<file path="src/rtl/fracn_mash_pkg.sv">
package fracn_mash_pkg;
  // Number of cascaded first-order stages.
  localparam int MASH_ORDER = 3;
  // Shaping term spans -3..+4, so 4 signed bits are enough.
  localparam int NOISE_W = 4;
  typedef logic signed [NOISE_W-1:0] noise_t;
endpackage

</file>
<file path="src/rtl/fracn_acc_stage.sv">
module fracn_acc_stage #(
  parameter int W = 20
) (
  input  logic         clk,
  input  logic         rst_n,
  input  logic [W-1:0] addend,
  output logic [W-1:0] acc,
  output logic         carry
);
  logic [W:0] sum_w;
  logic       primed;

  assign sum_w = {1'b0, acc} + {1'b0, addend};

  always_ff @(posedge clk) begin
    if (!rst_n) begin
      acc    <= '0;
      carry  <= 1'b0;
      primed <= 1'b0;
    end else begin
      acc    <= sum_w[W-1:0];
      carry  <= sum_w[W];
      primed <= 1'b1;
    end
  end


  acc_wrap_chk: assert property (@(posedge clk) disable iff (!rst_n)
    (primed && carry) |-> (acc < $past(acc)));


  acc_nowrap_chk: assert property (@(posedge clk) disable iff (!rst_n)
    (primed && !carry) |-> (acc >= $past(acc)));
endmodule

</file>
<file path="src/rtl/fracn_noise_shaper.sv">
module fracn_noise_shaper
  import fracn_mash_pkg::*;
(
  input  logic       clk,
  input  logic       rst_n,
  input  logic [2:0] carry_in,
  output noise_t     noise
);
  // Stage 1 carry is two cycles early, stage 2 one cycle early.
  logic c1_d1, c1_d2;
  logic c2_d1, c2_d2;
  logic c3_d1, c3_d2;

  always_ff @(posedge clk) begin
    if (!rst_n) begin
      c1_d1 <= 1'b0;
      c1_d2 <= 1'b0;
      c2_d1 <= 1'b0;
      c2_d2 <= 1'b0;
      c3_d1 <= 1'b0;
      c3_d2 <= 1'b0;
    end else begin
      c1_d1 <= carry_in[0];
      c1_d2 <= c1_d1;
      c2_d1 <= carry_in[1];
      c2_d2 <= c2_d1;
      c3_d1 <= carry_in[2];
      c3_d2 <= c3_d1;
    end
  end

  noise_t t1, t2, t3;
  always_comb begin
    t1    = noise_t'({3'b000, c1_d2});
    t2    = noise_t'({3'b000, c2_d1}) - noise_t'({3'b000, c2_d2});
    t3    = noise_t'({3'b000, carry_in[2]}) - noise_t'({2'b00, c3_d1, 1'b0})
          + noise_t'({3'b000, c3_d2});
    noise = t1 + t2 + t3;
  end
endmodule

</file>
<file path="src/rtl/fracn_int_delay.sv">
module fracn_int_delay #(
  parameter int W     = 8,
  parameter int DEPTH = 3
) (
  input  logic         clk,
  input  logic         rst_n,
  input  logic [W-1:0] din,
  output logic [W-1:0] dout
);
  logic [W-1:0] tap [DEPTH];

  for (genvar i = 0; i < DEPTH; i++) begin : g_tap
    always_ff @(posedge clk) begin
      if (!rst_n) tap[i] <= '0;
      else if (i == 0) tap[i] <= din;
      else tap[i] <= tap[(i == 0) ? 0 : i - 1];
    end
  end

  assign dout = tap[DEPTH-1];
endmodule

</file>
<file path="src/rtl/fracn_mash_ratio.sv">
module fracn_mash_ratio
  import fracn_mash_pkg::*;
#(
  parameter int FRAC_W     = 20,
  parameter int INT_W      = 8,
  parameter int OUT_STAGES = 1
) (
  input  logic               clk,
  input  logic               rst_n,
  input  logic [INT_W-1:0]   int_in,
  input  logic [FRAC_W-1:0]  frac_in,
  output logic [INT_W:0]     ratio_out
);
  localparam int OUT_W   = INT_W + 1;
  localparam int ALIGN_D = MASH_ORDER;

  // Accumulator cascade: each stage integrates the residue of the previous.
  logic [FRAC_W-1:0] acc_v   [MASH_ORDER];
  logic [FRAC_W-1:0] addend_v[MASH_ORDER];
  logic [MASH_ORDER-1:0] carry_v;

  for (genvar k = 0; k < MASH_ORDER; k++) begin : g_stage
    if (k == 0) begin : g_head
      assign addend_v[k] = frac_in;
    end else begin : g_tail
      assign addend_v[k] = acc_v[k-1];
    end
    fracn_acc_stage #(.W(FRAC_W)) stage_i (
      .clk    (clk),
      .rst_n  (rst_n),
      .addend (addend_v[k]),
      .acc    (acc_v[k]),
      .carry  (carry_v[k])
    );
  end

  noise_t noise;
  fracn_noise_shaper shaper_i (
    .clk      (clk),
    .rst_n    (rst_n),
    .carry_in (carry_v),
    .noise    (noise)
  );

  // Integer part delayed by the depth of the accumulator pipeline.
  logic [INT_W-1:0] int_al;
  fracn_int_delay #(.W(INT_W), .DEPTH(ALIGN_D)) align_i (
    .clk   (clk),
    .rst_n (rst_n),
    .din   (int_in),
    .dout  (int_al)
  );

  logic [INT_W+1:0] mix;
  assign mix = {2'b00, int_al} + {{(INT_W+2-NOISE_W){noise[NOISE_W-1]}}, noise};

  // Retiming registers toward the divider control.
  logic [OUT_W-1:0] rt [OUT_STAGES];
  for (genvar s = 0; s < OUT_STAGES; s++) begin : g_retime
    always_ff @(posedge clk) begin
      if (!rst_n) rt[s] <= '0;
      else if (s == 0) rt[s] <= mix[OUT_W-1:0];
      else rt[s] <= rt[(s == 0) ? 0 : s - 1];
    end
  end
  assign ratio_out = rt[OUT_STAGES-1];

  // Cycles since reset, saturating; used only to gate the checks below.
  logic [1:0] age;
  always_ff @(posedge clk) begin
    if (!rst_n) age <= '0;
    else if (age != 2'd3) age <= age + 2'd1;
  end


  int_align_chk: assert property (@(posedge clk) disable iff (!rst_n)
    (age == 2'd3) |-> (int_al == $past(int_in, 3)));


  out_range_chk: assert property (@(posedge clk) disable iff (!rst_n)
    (age != 2'd0) |-> ((int'(rt[0]) - int'($past(int_al)) >= -3) &&
                       (int'(rt[0]) - int'($past(int_al)) <= 4)));


  reset_clear_chk: assert property (@(posedge clk)
    (age == 2'd0 && !rst_n) |=> (rt[0] == '0 || rst_n));
endmodule

</file>
<file path="config.mk">
export PLATFORM = sky130hd
export DESIGN_NAME = fracn_mash_ratio
export DESIGN_NICKNAME = d
export VERILOG_FILES = /design/src/rtl/fracn_mash_pkg.sv /design/src/rtl/fracn_acc_stage.sv /design/src/rtl/fracn_noise_shaper.sv /design/src/rtl/fracn_int_delay.sv /design/src/rtl/fracn_mash_ratio.sv
export SDC_FILE = /design/constraint.sdc
export NUM_CORES = 1
export LEC_CHECK = 0
export BUFFER_PORTS_ARGS = -buffer_cell sky130_fd_sc_hd__clkbuf_2
export CORE_ASPECT_RATIO = 1.1
export CORE_MARGIN = 1.5
export CORE_UTILIZATION = 45
export DETAILED_ROUTE_END_ITERATION = 12
export GPL_TIMING_DRIVEN = 0
export HOLD_SLACK_MARGIN = 0.08
export PLACE_DENSITY = 0.61
export SYNTH_ARGS = -nofsm -noshare
export SYNTH_HDL_FRONTEND = slang
export SYNTH_SLANG_ARGS = --single-unit
</file>
<file path="constraint.sdc">
create_clock -name clk -period 7.2 [get_ports clk]
set_input_delay 1.44 -clock clk [delete_from_list [all_inputs] [get_ports clk]]
set_output_delay 1.44 -clock clk [all_outputs]
set_load 0.05 [all_outputs]
</file>
-- Word level (Yosys, flattened, before mapping)
Memories as Yosys holds them, arrays and structs flattened.
Cells that the tools add are included.
- flip-flop bits (word level): 69
- bits in writable memories: 33
- bits of input ports: 30
- output and inout port bits: 9
- logic and storage cells: 34
- memories: 2
- add/subtract/negate cells: 9
- muxes and demuxes: 7
- bitwise logic cells: 3
- reduce and logical (&&, ||, !) cells: 1
- memory list (memory ; depth ; bits a word ; read ports ; clocked after memory_dff ; wr ports ; RTL line ; source):
    align_i.tap ; 3 ; 8 ; 3 ; 0 ; 3 ; fracn_int_delay.sv:10 ; logic [W-1:0] tap [DEPTH];
    rt ; 1 ; 9 ; 1 ; 0 ; 1 ; fracn_mash_ratio.sv:58 ; logic [OUT_W-1:0] rt [OUT_STAGES];
- operators with widths (cell ; number):
    adder 20 x 20 -> 21 bit ; 3
    two-way mux 8 bit ; 3
    adder 9 x 4 -> 9 bit ; 1
    two-way mux 9 bit ; 1
    OR reduction 9 bit ; 1
    adder 2 x 4 -> 4 bit ; 1
    adder 4 x 2 -> 4 bit ; 1
    adder 4 bit ; 1
    two-way mux 1 bit ; 3
    bitwise OR 1 bit ; 3
    subtractor 1 x 2 -> 3 bit ; 1
    subtractor 1 x 1 -> 2 bit ; 1

-- Longest topological paths before layout
Gate-level depths: netlist (run 1).
- word-level depth: 5
- depth in mapped cells: 14

-- Cells and area by module
From an unflattened synthesis (run 1), not the netlist that was laid out.
- cells, all modules: 708
- area total of the unflattened synthesis: 6443.7 sq um
- by module, submodules not included (module ; instances ; cells each ; area an instance (sq um) ; sequential area each (sq um)):
    fracn_acc_stage at g_stage[1].stage_i ... ; 2 ; 199 ; 1657.8 ; 420.4
    fracn_acc_stage at g_stage[0].stage_i ; 1 ; 168 ; 1521.5 ; 420.4
    fracn_int_delay ; 1 ; 50 ; 675.6 ; 480.5
    fracn_mash_ratio ; 1 ; 65 ; 620.6 ; 180.2
    fracn_noise_shaper ; 1 ; 27 ; 310.3 ; 120.1

-- Worst setup path after synthesis (run 1)
Ideal clock, no wire load.
- kind: input-to-reg
- start: in frac_in[0]
- end: reg g_stage[0].stage_i.acc[18]
- arrival time: 3069 ps
- data required time: 7068 ps
- path slack: 3999 ps
- stages on the path: 9
- path buffers: 0
- cell sequence: ha_1 > inv_1 > fa_1 > nand2b_1 > a21oi_1 > o211ai_1 > a211oi_1 > o21a_1 > nor3_1
- longest elaborated chain between the ends: 1
- RTL lines (element ; RTL line ; source):
    from (decl) ; fracn_mash_ratio.sv:11 ; input logic [FRAC_W-1:0] frac_in,
    adder 20 x 20 -> 21 bit ; fracn_acc_stage.sv:13 ; assign sum_w = {1'b0, acc} + {1'b0, addend};
    to (signal assigned) ; fracn_acc_stage.sv:21 ; acc <= sum_w[W-1:0];
    to (decl) ; fracn_acc_stage.sv:7 ; output logic [W-1:0] acc,
Every way passes these cells.
A chain may end at the register's enable or synchronous reset.

-- Final worst setup path (run 1)
- start: reg shaper_i.c2_d1
- end: mem rt[0][8] (netlist name)
- longest elaborated chain between the ends: 5
- RTL lines (element ; RTL line ; source):
    from (decl) ; fracn_noise_shaper.sv:11 ; logic c2_d1, c2_d2;
    from (signal assigned) ; fracn_noise_shaper.sv:25 ; c2_d1 <= carry_in[1];
    subtractor 1 x 1 -> 2 bit ; fracn_noise_shaper.sv:35 ; t2 = noise_t'({3'b000, c2_d1}) - noise_t'({3'b000, c2_d2});
    adder 2 x 4 -> 4 bit ; fracn_noise_shaper.sv:38 ; noise = t1 + t2 + t3;
    adder 4 bit ; fracn_noise_shaper.sv:38 ;
    adder 9 x 4 -> 9 bit ; fracn_mash_ratio.sv:55 ; assign mix = {2'b00, int_al} + {{(INT_W+2-NOISE_W){noise[NOISE_W-1]}}, noise};
    two-way mux 9 bit (no line) ; -- ;
    to (decl) ; fracn_mash_ratio.sv:58 ;
Every way passes these cells.

==> flow_summary_export.csv, run 1 <==
group,metric,value,unit
timing,final_hold_viol_count,0,
logic_synthesis,synth_cells,711,
timing,post-route-min-period,3.51,ns
clocking,cts_tree,"done",
timing,slew_headroom,47.4,%
clocking,cts-resized-gates,0,
setup_path,cp_common_cell,"ha_1",
power,p_leak,3.11,nW
timing,worstMarginPinSlew,0.789,ns
global_route,grt-busiest-layer,"met2",
logic_synthesis,synth_fa_ha_area_share,16.7,%
die,coreArea,0.0133,sq mm
setup_path,r2r_start,"shaper_i.c2_d1",
clocking,clk_pin_slew,0.07,ns
layout,fillers,1299,
die,fp.dieH,126,um
timing,fmax,0.285,GHz
logic_synthesis,synth_seq_area_share,33.1,%
global_route,grtUsageTotal,20.3,%
die,die_w,115,um
worst_hold_path,hold_end,"align_i.tap[1][6]",
die,pin_count,39,
global_route,grt_use_met1,25.8,%
global_route,grtUsageMet2,34.2,%
setup_path,slowest_delay,0.48,ns
global_route,grt_max_degree,18,
logic_synthesis,ys_ff_latch,102,
clocking,cts_buffers,9,
worst_hold_path,whs_path_depth,1,
setup_path,cp.arrival,3.73,ns
setup_path,critical_path.cell_chain,"inv_1 -> ha_1 -> fa_1 -> inv_1 -> ha_1 -> fa_1 -> xnor2_1 -> ha_1 -> nor2b_1 -> o21ai_0 -> a21oi_1 -> o31ai_1 -> xor2_1 -> nor2_1",
die,initial_core_util,46.3,%
clocking,clock_path_buffers,2,
setup_path,cp-start-kind,"flop",
timing,finClkSkew,0.00902,ns
clocking,clkSinkCount,102,
die,fp-row-count,44,
layout,final_cell_mix,"dfxtp_1, ha_1, nor2_1, a21oi_1",
layout,diodes,0,
logic_synthesis,synthXorXnorAreaFrac,5.25,%
routing,drcViolationCount,0,
timing,maxSlewViolCount,0,
setup_path,slowest_stage,"fa_1",
logic_synthesis,synth_area,0.00617,sq mm
setup_path,crit_path_max_fanout,3,
routing,first_pass_iters,6,
logic_synthesis,synth_compound_area_share,19.5,%
routing,vias_per_cell,5.37,
die,dieArea,0.0144,sq mm
global_route,grt_pass1_wl,23200,um
clocking,root_buffer,"clkbuf_16",
setup_path,rr_endpoint,"rt[0][8]",
power,vdd_drop_max,0.153,mV
status,status,"complete, no violations",
setup_path,worstSetupStartpoint,"shaper_i.c2_d1",
logic_synthesis,synth_ff_type,"dfxtp_1",
layout,syn_to_final_growth,12.2,%
global_route,gr-total-overflow,0,
logic_synthesis,synthSimpleGateAreaFrac,19.9,%
setup_path,required,7.42,ns
setup_path,r2r_slack,3.69,ns
placement,dpl.hpwl,10900,um
worst_hold_path,min_path_type,"flop to flop",
setup_path,critical_path_class,"flop to flop",
logic_synthesis,synthArstFlopShare,0,%
placement,numPortBuffers,38,
routing,vias,5093,
global_route,use_met3,2.84,%
global_route,antenna_found_initial,0,
placement,gp_congestion,0.921,
logic_synthesis,synth_cell_types,64,
layout,drive_gt1_share,8.89,%
clocking,post-cts-setup-buffers,0,
logic_synthesis,muxShareOfSynthArea,1.62,%
logic_synthesis,avgSynthCellArea,8.68,sq um
layout,final_nets,869,
timing,fin_tns_setup,0,ns
timing,min_period_over_period,48.8,%
logic_synthesis,synth_top_family_by_area,"simple AND/OR/NAND/NOR gates",
routing,wl,14000,um
timing,rsz0062_at_grt,"false",
routing,antenna_left,0,
timing,setup_viol,0,
setup_path,reg2reg_depth,14,
layout,multi_input_area,0.00388,sq mm
logic_synthesis,ys_warn_count,0,
global_route,grt_pass1_vias,4934,
layout,register_area,0.00204,sq mm
power,powerDensity,396,mW/mm^2
logic_synthesis,synth_edf_count,0,
job,drv_cap,0,
clocking,cts_hold_buf,0,
routing,wl_per_cell,14.7,um
worst_hold_path,min_from,"align_i.tap[0][6]",
layout,final_common_cell,"dfxtp_1",
routing,drtIter0Drc,282,
clocking,insertion_delay,0.35,ns
clocking,h-tree-depth,3,
logic_synthesis,syn-num-nets,820,
power,power,0.00274,W
setup_path,end_kind,"flop",
==> state kept, by name, indices dropped and copies added, names as in the netlist <==
| signal | count |
|---|---|
| g_stage.stage_i.acc | 60 |
| align_i.tap | 24 |
| rt | 9 |
| g_stage.stage_i.carry | 3 |
| shaper_i.c1_d1 | 1 |
| shaper_i.c1_d2 | 1 |
| shaper_i.c2_d1 | 1 |
| shaper_i.c2_d2 | 1 |
| shaper_i.c3_d1 | 1 |
| shaper_i.c3_d2 | 1 |
==> synthesized netlist by cell type, types with 10 or more instances <==
master    instances  area (sq um)
nand3_1          19          95.1
ha_1             73           913
nor2_1           67           251
nand2b_1         21           131
a21o_1           20           150
o21a_1           11          82.6
and2_1           37           231
a21oi_1          57           285
xnor2_1          19           166
nor3_1           23           115
o21ai_0          20           100
inv_1            33           124
clkbuf_1         16          60.1
nand2_1          38           143
xor2_1           18           158
nand4_1          14          87.6
mux2i_1          10           100
dfxtp_1         102          2040
==> power breakdown <==
part / switching [W] / leakage, nW / internal, W
sequential: 0.0000907 / 0.841 / 0.000716
combinational: 0.000817 / 2.11 / 0.000583
clock: 0.000216 / 0.158 / 0.000318
==> per-layer routing <==
layer | wire [um] | up-vias | share of wire, %
li1 | - | 2631 | -
met1 | 6520 | 2329 | 47
met2 | 6660 | 107 | 48
met3 | 371 | 26 | 2.7
met4 | 417 | 0 | 3.0
met5 | 0 | - | 0
==> cells by family (layout without fill, tap and decap cells) <==
kind of cell	count (synthesis)	after routing
fa+ha+maj	79	79
compound gates	181	181
xor+xnor	37	37
buf+inv	57	111
mux	10	10
simple gates	245	245
flops	102	102
==> stage by stage <==
stage,setup WS (ns),instance area (sq um),hold WS (ns),std cells,util (%)
final,3.69,6930,0.433,949,52.0
after global placement,3.30,6600,0.415,933,49.5
after floorplan,4.00,6170,0.412,711,-
after global routing,3.47,6930,0.446,949,52.0
after detailed placement,3.36,6600,0.421,933,49.5
after CTS,3.69,6930,0.434,949,52.0
==> final cells by class <==
cell class                 instances  share of cell area (%)
sequential                       102                    29.5
multi-input combinational        552                    56.1
clock inverter                     5                    1.26
inverter                          33                    1.79
timing repair buffer              38                    2.75
clock buffer                      11                    3.50
tap                              184                    3.32
buffer                            24                    1.79
==> how the worst max path moves through the flow <==
| stage | slack (ns) | cells past startpoint | endpoint |
|---|---|---|---|
| 2_1_floorplan | 4.00 | 9 | g_stage[0].stage_i.acc[18] |
| 3_3_place_gp | 3.30 | 10 | g_stage[0].stage_i.carry |
| 3_5_place_dp | 3.36 | 10 | g_stage[0].stage_i.carry |
| 4_1_cts | 3.69 | 14 | rt[0][8] |
| 5_1_grt | 3.47 | 10 | g_stage[0].stage_i.carry |
| 6_report | 3.69 | 14 | rt[0][8] |
==> critical path: cells and delay by family (launching register included) <==
family          cells  cell delay [ns]
simple gates        2             0.21
xor+xnor            2             0.39
fa+ha+maj           5             1.64
compound gates      3             0.76
flops               1             0.31
buf+inv             2             0.09
No activity file was read; power rests on OpenSTA's default activity.
==> run 2, diff against run 1 <==
--- a/config.mk
+++ b/config.mk
@@ -12,7 +12,7 @@
 export DETAILED_ROUTE_END_ITERATION = 12
 export GPL_TIMING_DRIVEN = 0
 export HOLD_SLACK_MARGIN = 0.08
-export PLACE_DENSITY = 0.61
+export PLACE_DENSITY = 0.63
 export SYNTH_ARGS = -nofsm -noshare
 export SYNTH_HDL_FRONTEND = slang
 export SYNTH_SLANG_ARGS = --single-unit
==> constraint.sdc (replaced) <==
create_clock -name clk -period 3.1 [get_ports clk]
set_input_delay 0.62 -clock clk [delete_from_list [all_inputs] [get_ports clk]]
set_output_delay 0.62 -clock clk [all_outputs]
set_load 0.05 [all_outputs]
==> run 2 against run 1 <==
The flow now finishes with violations (setup timing). Flip-flop and latch count did not move. Combinational power up 130%. Non-clock buffer count up 3. Clock skew grew 0.00067 ns. Die area is the same. Largest cell class unchanged.
==> flow_summary_export.csv, run 2 (same netlist as run 1, synthesis figures left out) <==
group,metric,value,unit
status,status,"finished with violations",
status,violations,"setup timing",
setup_path,cpLargestDelayFamily,"adder cells",
timing,fmax,0.312,GHz
setup_path,slowest_stage,"fa_1",
die,die_w,115,um
timing,post-route-min-period,3.20,ns
routing,wl,14200,um
power,powerDensity,912,mW/mm^2
setup_path,crit_path_max_fanout,3,
routing,wl_per_cell,14.9,um
setup_path,cp-start-kind,"flop",
timing,rsz0062_at_grt,"true",
job,drv_cap,0,
layout,diodes,0,
global_route,antenna_found_initial,1,
setup_path,r2r_slack,-0.10,ns
layout,final_nets,872,
timing,min_period_over_period,103,%
routing,vias,5172,
layout,final_common_cell,"dfxtp_1",
clocking,clk_pin_slew,0.07,ns
clocking,cts_buffers,9,
clocking,cts_tree,"done",
placement,post-place-cells,933,
setup_path,required,3.33,ns
timing,worstMarginPinSlew,0.704,ns
setup_path,critical_path_class,"flop to flop",
layout,stdcell_count,952,
timing,slew_headroom,53.0,%
timing,fin_ws,-0.101,ns
global_route,grt_pass1_vias,5117,
clocking,cts_hold_buf,0,
setup_path,end_kind,"flop",
clocking,root_buffer,"clkbuf_16",
setup_path,crit_buf_inv,2,
clocking,insertion_delay,0.36,ns
setup_path,endpoint,"rt[0][8]",
global_route,gr-total-overflow,0,
clocking,h-tree-depth,3,
die,fp.dieH,126,um
layout,stdcell_area,0.00703,sq mm
placement,gp_congestion,0.942,
die,pin_count,39,
setup_path,r2r_start,"shaper_i.c2_d1",
routing,antenna_left,0,
clocking,clkSinkCount,102,
power,p_leak,3.13,nW
setup_path,reg2reg_depth,14,
setup_path,worstSetupStartpoint,"shaper_i.c2_d1",
timing,final_hold_viol_count,0,
worst_hold_path,min_path_type,"flop to flop",
placement,dpl.hpwl,10800,um
clocking,clock_path_buffers,2,
die,fp-row-count,44,
die,initial_core_util,46.3,%
setup_path,crit_cells,14,
die,coreArea,0.0133,sq mm
setup_path,rr_endpoint,"rt[0][8]",
placement,dpl_cell_area,0.00660,sq mm
routing,drtIter0Drc,211,
power,vdd_drop_max,0.456,mV
setup_path,critical_path.cell_chain,"inv_2 -> ha_4 -> fa_1 -> inv_2 -> ha_4 -> fa_2 -> xnor2_1 -> ha_1 -> nor2b_4 -> o21ai_2 -> a21oi_2 -> o31ai_2 -> xor2_1 -> nor2_1",
layout,reg.largest.list,"g_stage.stage_i.acc x60, align_i.tap x24, rt x9",
layout,drive_gt1_share,11.6,%
setup_path,cp.arrival,3.43,ns
timing,finClkSkew,0.00969,ns
layout,top_register,"g_stage.stage_i.acc",
timing,maxSlewViolCount,0,
layout,final_cell_mix,"dfxtp_1, ha_1, nor2_1, a21oi_1",
global_route,grtUsageTotal,21.2,%
layout,largest_reg_flops,60,
routing,drcViolationCount,0,
timing,setup_viol,3,
placement,numPortBuffers,38,
routing,first_pass_iters,5,
global_route,grt_max_degree,18,
setup_path,slowest_delay,0.53,ns
die,dieArea,0.0144,sq mm
routing,vias_per_cell,5.43,
layout,syn_to_final_growth,13.9,%
global_route,grt_pass1_wl,24300,um
layout,fillers,1266,
run 2: worst register-to-register path, stage by stage (launching register included):
cell and delay (ns):
dfxtp_2 0.31, inv_2 0.06, ha_4 0.20, fa_1 0.53
inv_2 0.05, ha_4 0.16, fa_2 0.33, xnor2_1 0.13
ha_1 0.34, nor2b_4 0.15, o21ai_2 0.17, a21oi_2 0.10
o31ai_2 0.30, xor2_1 0.19, nor2_1 0.06
run 2: power breakdown:
part | internal (W) | switching (W)
Combinational | 0.00137 | 0.00190
Sequential | 0.00166 | 0.000209
Clock | 0.000761 | 0.000515
run 2: stage by stage:
step | total power [W] | setup slack (ns) | setup TNS [ns] | util, % | hold slack (ns)
2_1_floorplan | 0.00445 | 0.00710 | 0 | - | 0.412
3_3_place_gp | 0.00502 | -0.205 | -0.511 | 49.6 | 0.419
3_5_place_dp | 0.00512 | -0.232 | -0.742 | 49.6 | 0.419
4_1_cts | 0.00643 | -0.107 | -0.146 | 52.6 | 0.438
5_1_grt | 0.00699 | -0.207 | -0.480 | 52.8 | 0.451
6_report | 0.00642 | -0.101 | -0.168 | 52.8 | 0.433
run 2: worst min path at each step:
stage	to	depth (start not counted)	slack, ns	startpoint
floorplan	align_i.tap[1][0]	1	0.41	align_i.tap[0][0]
global placement	shaper_i.c1_d2	1	0.42	shaper_i.c1_d1
detailed placement	align_i.tap[2][3]	1	0.42	align_i.tap[1][3]
CTS	align_i.tap[1][6]	1	0.44	align_i.tap[0][6]
global route	align_i.tap[1][1]	1	0.45	align_i.tap[0][1]
finish	align_i.tap[1][6]	1	0.43	align_i.tap[0][6]
run 2: layout make-up:
class / count / area [sq um] / share of cell area, %
clock inverter: 5 / 88.8 / 1.26
timing repair buffer: 41 / 213 / 3.02
clock buffer: 11 / 253 / 3.59
sequential: 102 / 2040 / 29.1
multi-input combinational: 552 / 3960 / 56.3
buffer: 24 / 124 / 1.76
tap: 184 / 230 / 3.27
inverter: 33 / 124 / 1.76
run 2: repair_timing:
action / in CTS / in global routing
endpoints found under the hold margin: 0 / 0
buffers inserted: 0 / 3
resized for setup: 15 / 3
endpoints found under the setup margin: 4 / 4
pin swaps: 11 / 13
run 2: metal layers:
metal  part of all wire, %  GRT usage, %  vias up  routed length, um
li1                      -             -     2649                  -
met1                    46          26.2     2405               6520
met2                    49          36.5       91               6890
met3                   2.5          2.45       27                348
met4                   2.9          10.3        0                413
met5                     0             0        -                  0
==> run 3, diff against run 2 <==
--- a/config.mk
+++ b/config.mk
@@ -8,11 +8,13 @@
 export BUFFER_PORTS_ARGS = -buffer_cell sky130_fd_sc_hd__clkbuf_2
 export CORE_ASPECT_RATIO = 1.1
 export CORE_MARGIN = 1.5
-export CORE_UTILIZATION = 45
+export CORE_UTILIZATION = 55
 export DETAILED_ROUTE_END_ITERATION = 12
 export GPL_TIMING_DRIVEN = 0
 export HOLD_SLACK_MARGIN = 0.08
-export PLACE_DENSITY = 0.63
+export PLACE_DENSITY = 0.75
+export RECOVER_POWER = 50
+export REMOVE_ABC_BUFFERS = 1
 export SYNTH_ARGS = -nofsm -noshare
 export SYNTH_HDL_FRONTEND = slang
 export SYNTH_SLANG_ARGS = --single-unit
==> run 3 against run 2 <==
The flow still finishes with violations (setup timing). Maximum frequency rose by 2.8%. Sequential share of layout area rose by 0.22 points. Largest power group unchanged. Cell count fell by 5.3%.
==> flow_summary_export.csv, run 3 (same netlist as run 1, synthesis figures left out) <==
group,metric,value,unit
die,dieArea,0.0119,sq mm
routing,vias_per_cell,5.70,
global_route,grt_max_degree,63,
power,clock_power_share,19.4,%
timing,fin_ws,-0.0154,ns
global_route,gr-total-overflow,0,
power,p_int,0.00372,W
layout,drive_gt1_share,11.9,%
die,fp-row-count,40,
job,drv_cap,0,
die,fp.dieH,114,um
timing,maxSlewViolCount,0,
placement,gp_congestion,0.879,
layout,final_cell_mix,"dfxtp_1, ha_1, nor2_1, a21oi_1, nand2_1",
timing,min_period_over_period,100,%
status,violations,"setup timing",
power,powerDensity,900,mW/mm^2
placement,dpl.hpwl,9500,um
timing,slew_headroom,26.1,%
timing,final_hold_viol_count,0,
layout,top_register,"g_stage.stage_i.acc",
setup_path,cp-start-kind,"flop",
timing,setup_viol,1,
clocking,clk_pin_slew,0.07,ns
layout,syn_to_final_growth,13.0,%
power,vdd_drop_max,0.473,mV
layout,reg.largest.list,"g_stage.stage_i.acc x60, align_i.tap x24, rt x9",
power,p_seq_share,29.8,%
clocking,cts_buffers,9,
global_route,grt-busiest-layer,"met2",
routing,wl_per_cell,14.8,um
global_route,antenna_found_initial,0,
global_route,use_met3,3.47,%
die,pin_count,39,
setup_path,required,3.33,ns
routing,wl,13300,um
global_route,grtUsageMet2,42.2,%
routing,vias,5142,
global_route,grtUsageTotal,23.4,%
clocking,root_buffer,"clkbuf_16",
layout,largest_reg_flops,60,
status,status,"finished with violations",
global_route,grt_pass1_vias,5085,
clocking,h-tree-depth,3,
layout,stdcell_count,902,
layout,final_util,64.0,%
clocking,cts_tree,"done",
timing,worstMarginPinSlew,1.11,ns
die,coreArea,0.0109,sq mm
setup_path,cp.arrival,3.34,ns
setup_path,critical_path_class,"flop to flop",
timing,fin_tns_setup,-0.0154,ns
timing,finClkSkew,0.00691,ns
setup_path,r2r_slack,-0.02,ns
routing,antenna_left,0,
global_route,grt_use_met1,26.8,%
layout,final_common_cell,"dfxtp_1",
worst_hold_path,min_path_type,"flop to flop",
timing,post-route-min-period,3.12,ns
die,die_w,104,um
clocking,clkSinkCount,102,
setup_path,crit_path_max_fanout,2,
power,switching_share,40.8,%
clocking,clock_path_buffers,2,
clocking,insertion_delay,0.36,ns
timing,rsz0062_at_grt,"true",
placement,numPortBuffers,38,
setup_path,end_kind,"flop",
layout,final_nets,859,
timing,fmax,0.321,GHz
layout,diodes,0,
routing,drcViolationCount,0,
global_route,grt_pass1_wl,22300,um
die,initial_core_util,56.6,%
power,p_leak,3.11,nW
power,power_frac_comb,50.9,%
power,power.net_switching,0.00256,W
routing,first_pass_iters,4,
routing,drtIter0Drc,192,
placement,post-place-cells,873,
## run 3: cell count changes in the layout (fill, tap and decap cells not counted), sizes merged
cell           before  now
clkbuf             65   51
buf                10   14
inv                35   33
clkdlybuf4s15       1    0
clkinv              1    0
clkinvlp            0    1
## run 3: area by class of cell
type	count	area, sq um
inverters	33	124
flip-flops and latches	102	2040
multi-input cells	552	4010
clock inverters	3	67.6
well taps	147	184
repair buffers	52	300
clock buffers	13	250
fillers	975	3930
## run 3: path summary, 6_finish.rpt
check | start | to | depth (start not counted)
setup / recovery | shaper_i.c2_d1 | rt[0][2] | 16
hold / removal | align_i.tap[0][0] | align_i.tap[1][0] | 1
setup reg to reg | shaper_i.c2_d1 | rt[0][2] | 16
hold reg to reg | align_i.tap[0][0] | align_i.tap[1][0] | 1
## run 3: stage by stage
step / worst slack [ns] / total power, W / cell area [sq um] / hold WS [ns]
6_report: -0.0154 / 0.00628 / 6980 / 0.434
5_1_grt: -0.129 / 0.00677 / 6980 / 0.445
4_1_cts: -0.0636 / 0.00625 / 6920 / 0.437
3_5_place_dp: -0.338 / 0.00499 / 6440 / 0.418
3_3_place_gp: -0.593 / 0.00487 / 6420 / 0.418
2_1_floorplan: -0.100 / 0.00436 / 6050 / 0.412
## run 3: metal layers
layer,part of all wire (%),vias up,wire (um)
li1,-,2620,-
met1,45,2364,6040
met2,48,122,6420
met3,3.5,36,472
met4,3.1,0,409
met5,0,-,0
## run 3: what timing repair did
| item | 4_1_cts | 5_1_grt |
|---|---|---|
| setup buffers | 10 | 3 |
| hold buffers | 0 | 0 |
| resized for setup | 19 | 9 |
| endpoints found under the hold margin | 0 | 0 |
| setup endpoints to repair | 4 | 6 |
| pin swaps | 16 | 11 |
## run 3: power by group through the flow
stage	Clock [W]	Combinational, W	Sequential, W
floorplan	0	0.00251	0.00185
global placement	0	0.00299	0.00188
detailed placement	0	0.00310	0.00189
CTS	0.00123	0.00315	0.00187
global route	0.00128	0.00358	0.00190
finish	0.00122	0.00319	0.00187
## run 3: worst max-delay path, stage by stage, from the launching register on
cell and delay [ns]:
dfxtp_2 0.32, inv_2 0.07, ha_4 0.19, fa_1 0.49, inv_2 0.05, ha_4 0.15
fa_2 0.56, inv_2 0.05, fa_2 0.38, nor2b_4 0.14, buf_4 0.12, buf_6 0.08
buf_4 0.08, buf_4 0.09, buf_4 0.09, buf_4 0.10, nor3_2 0.03
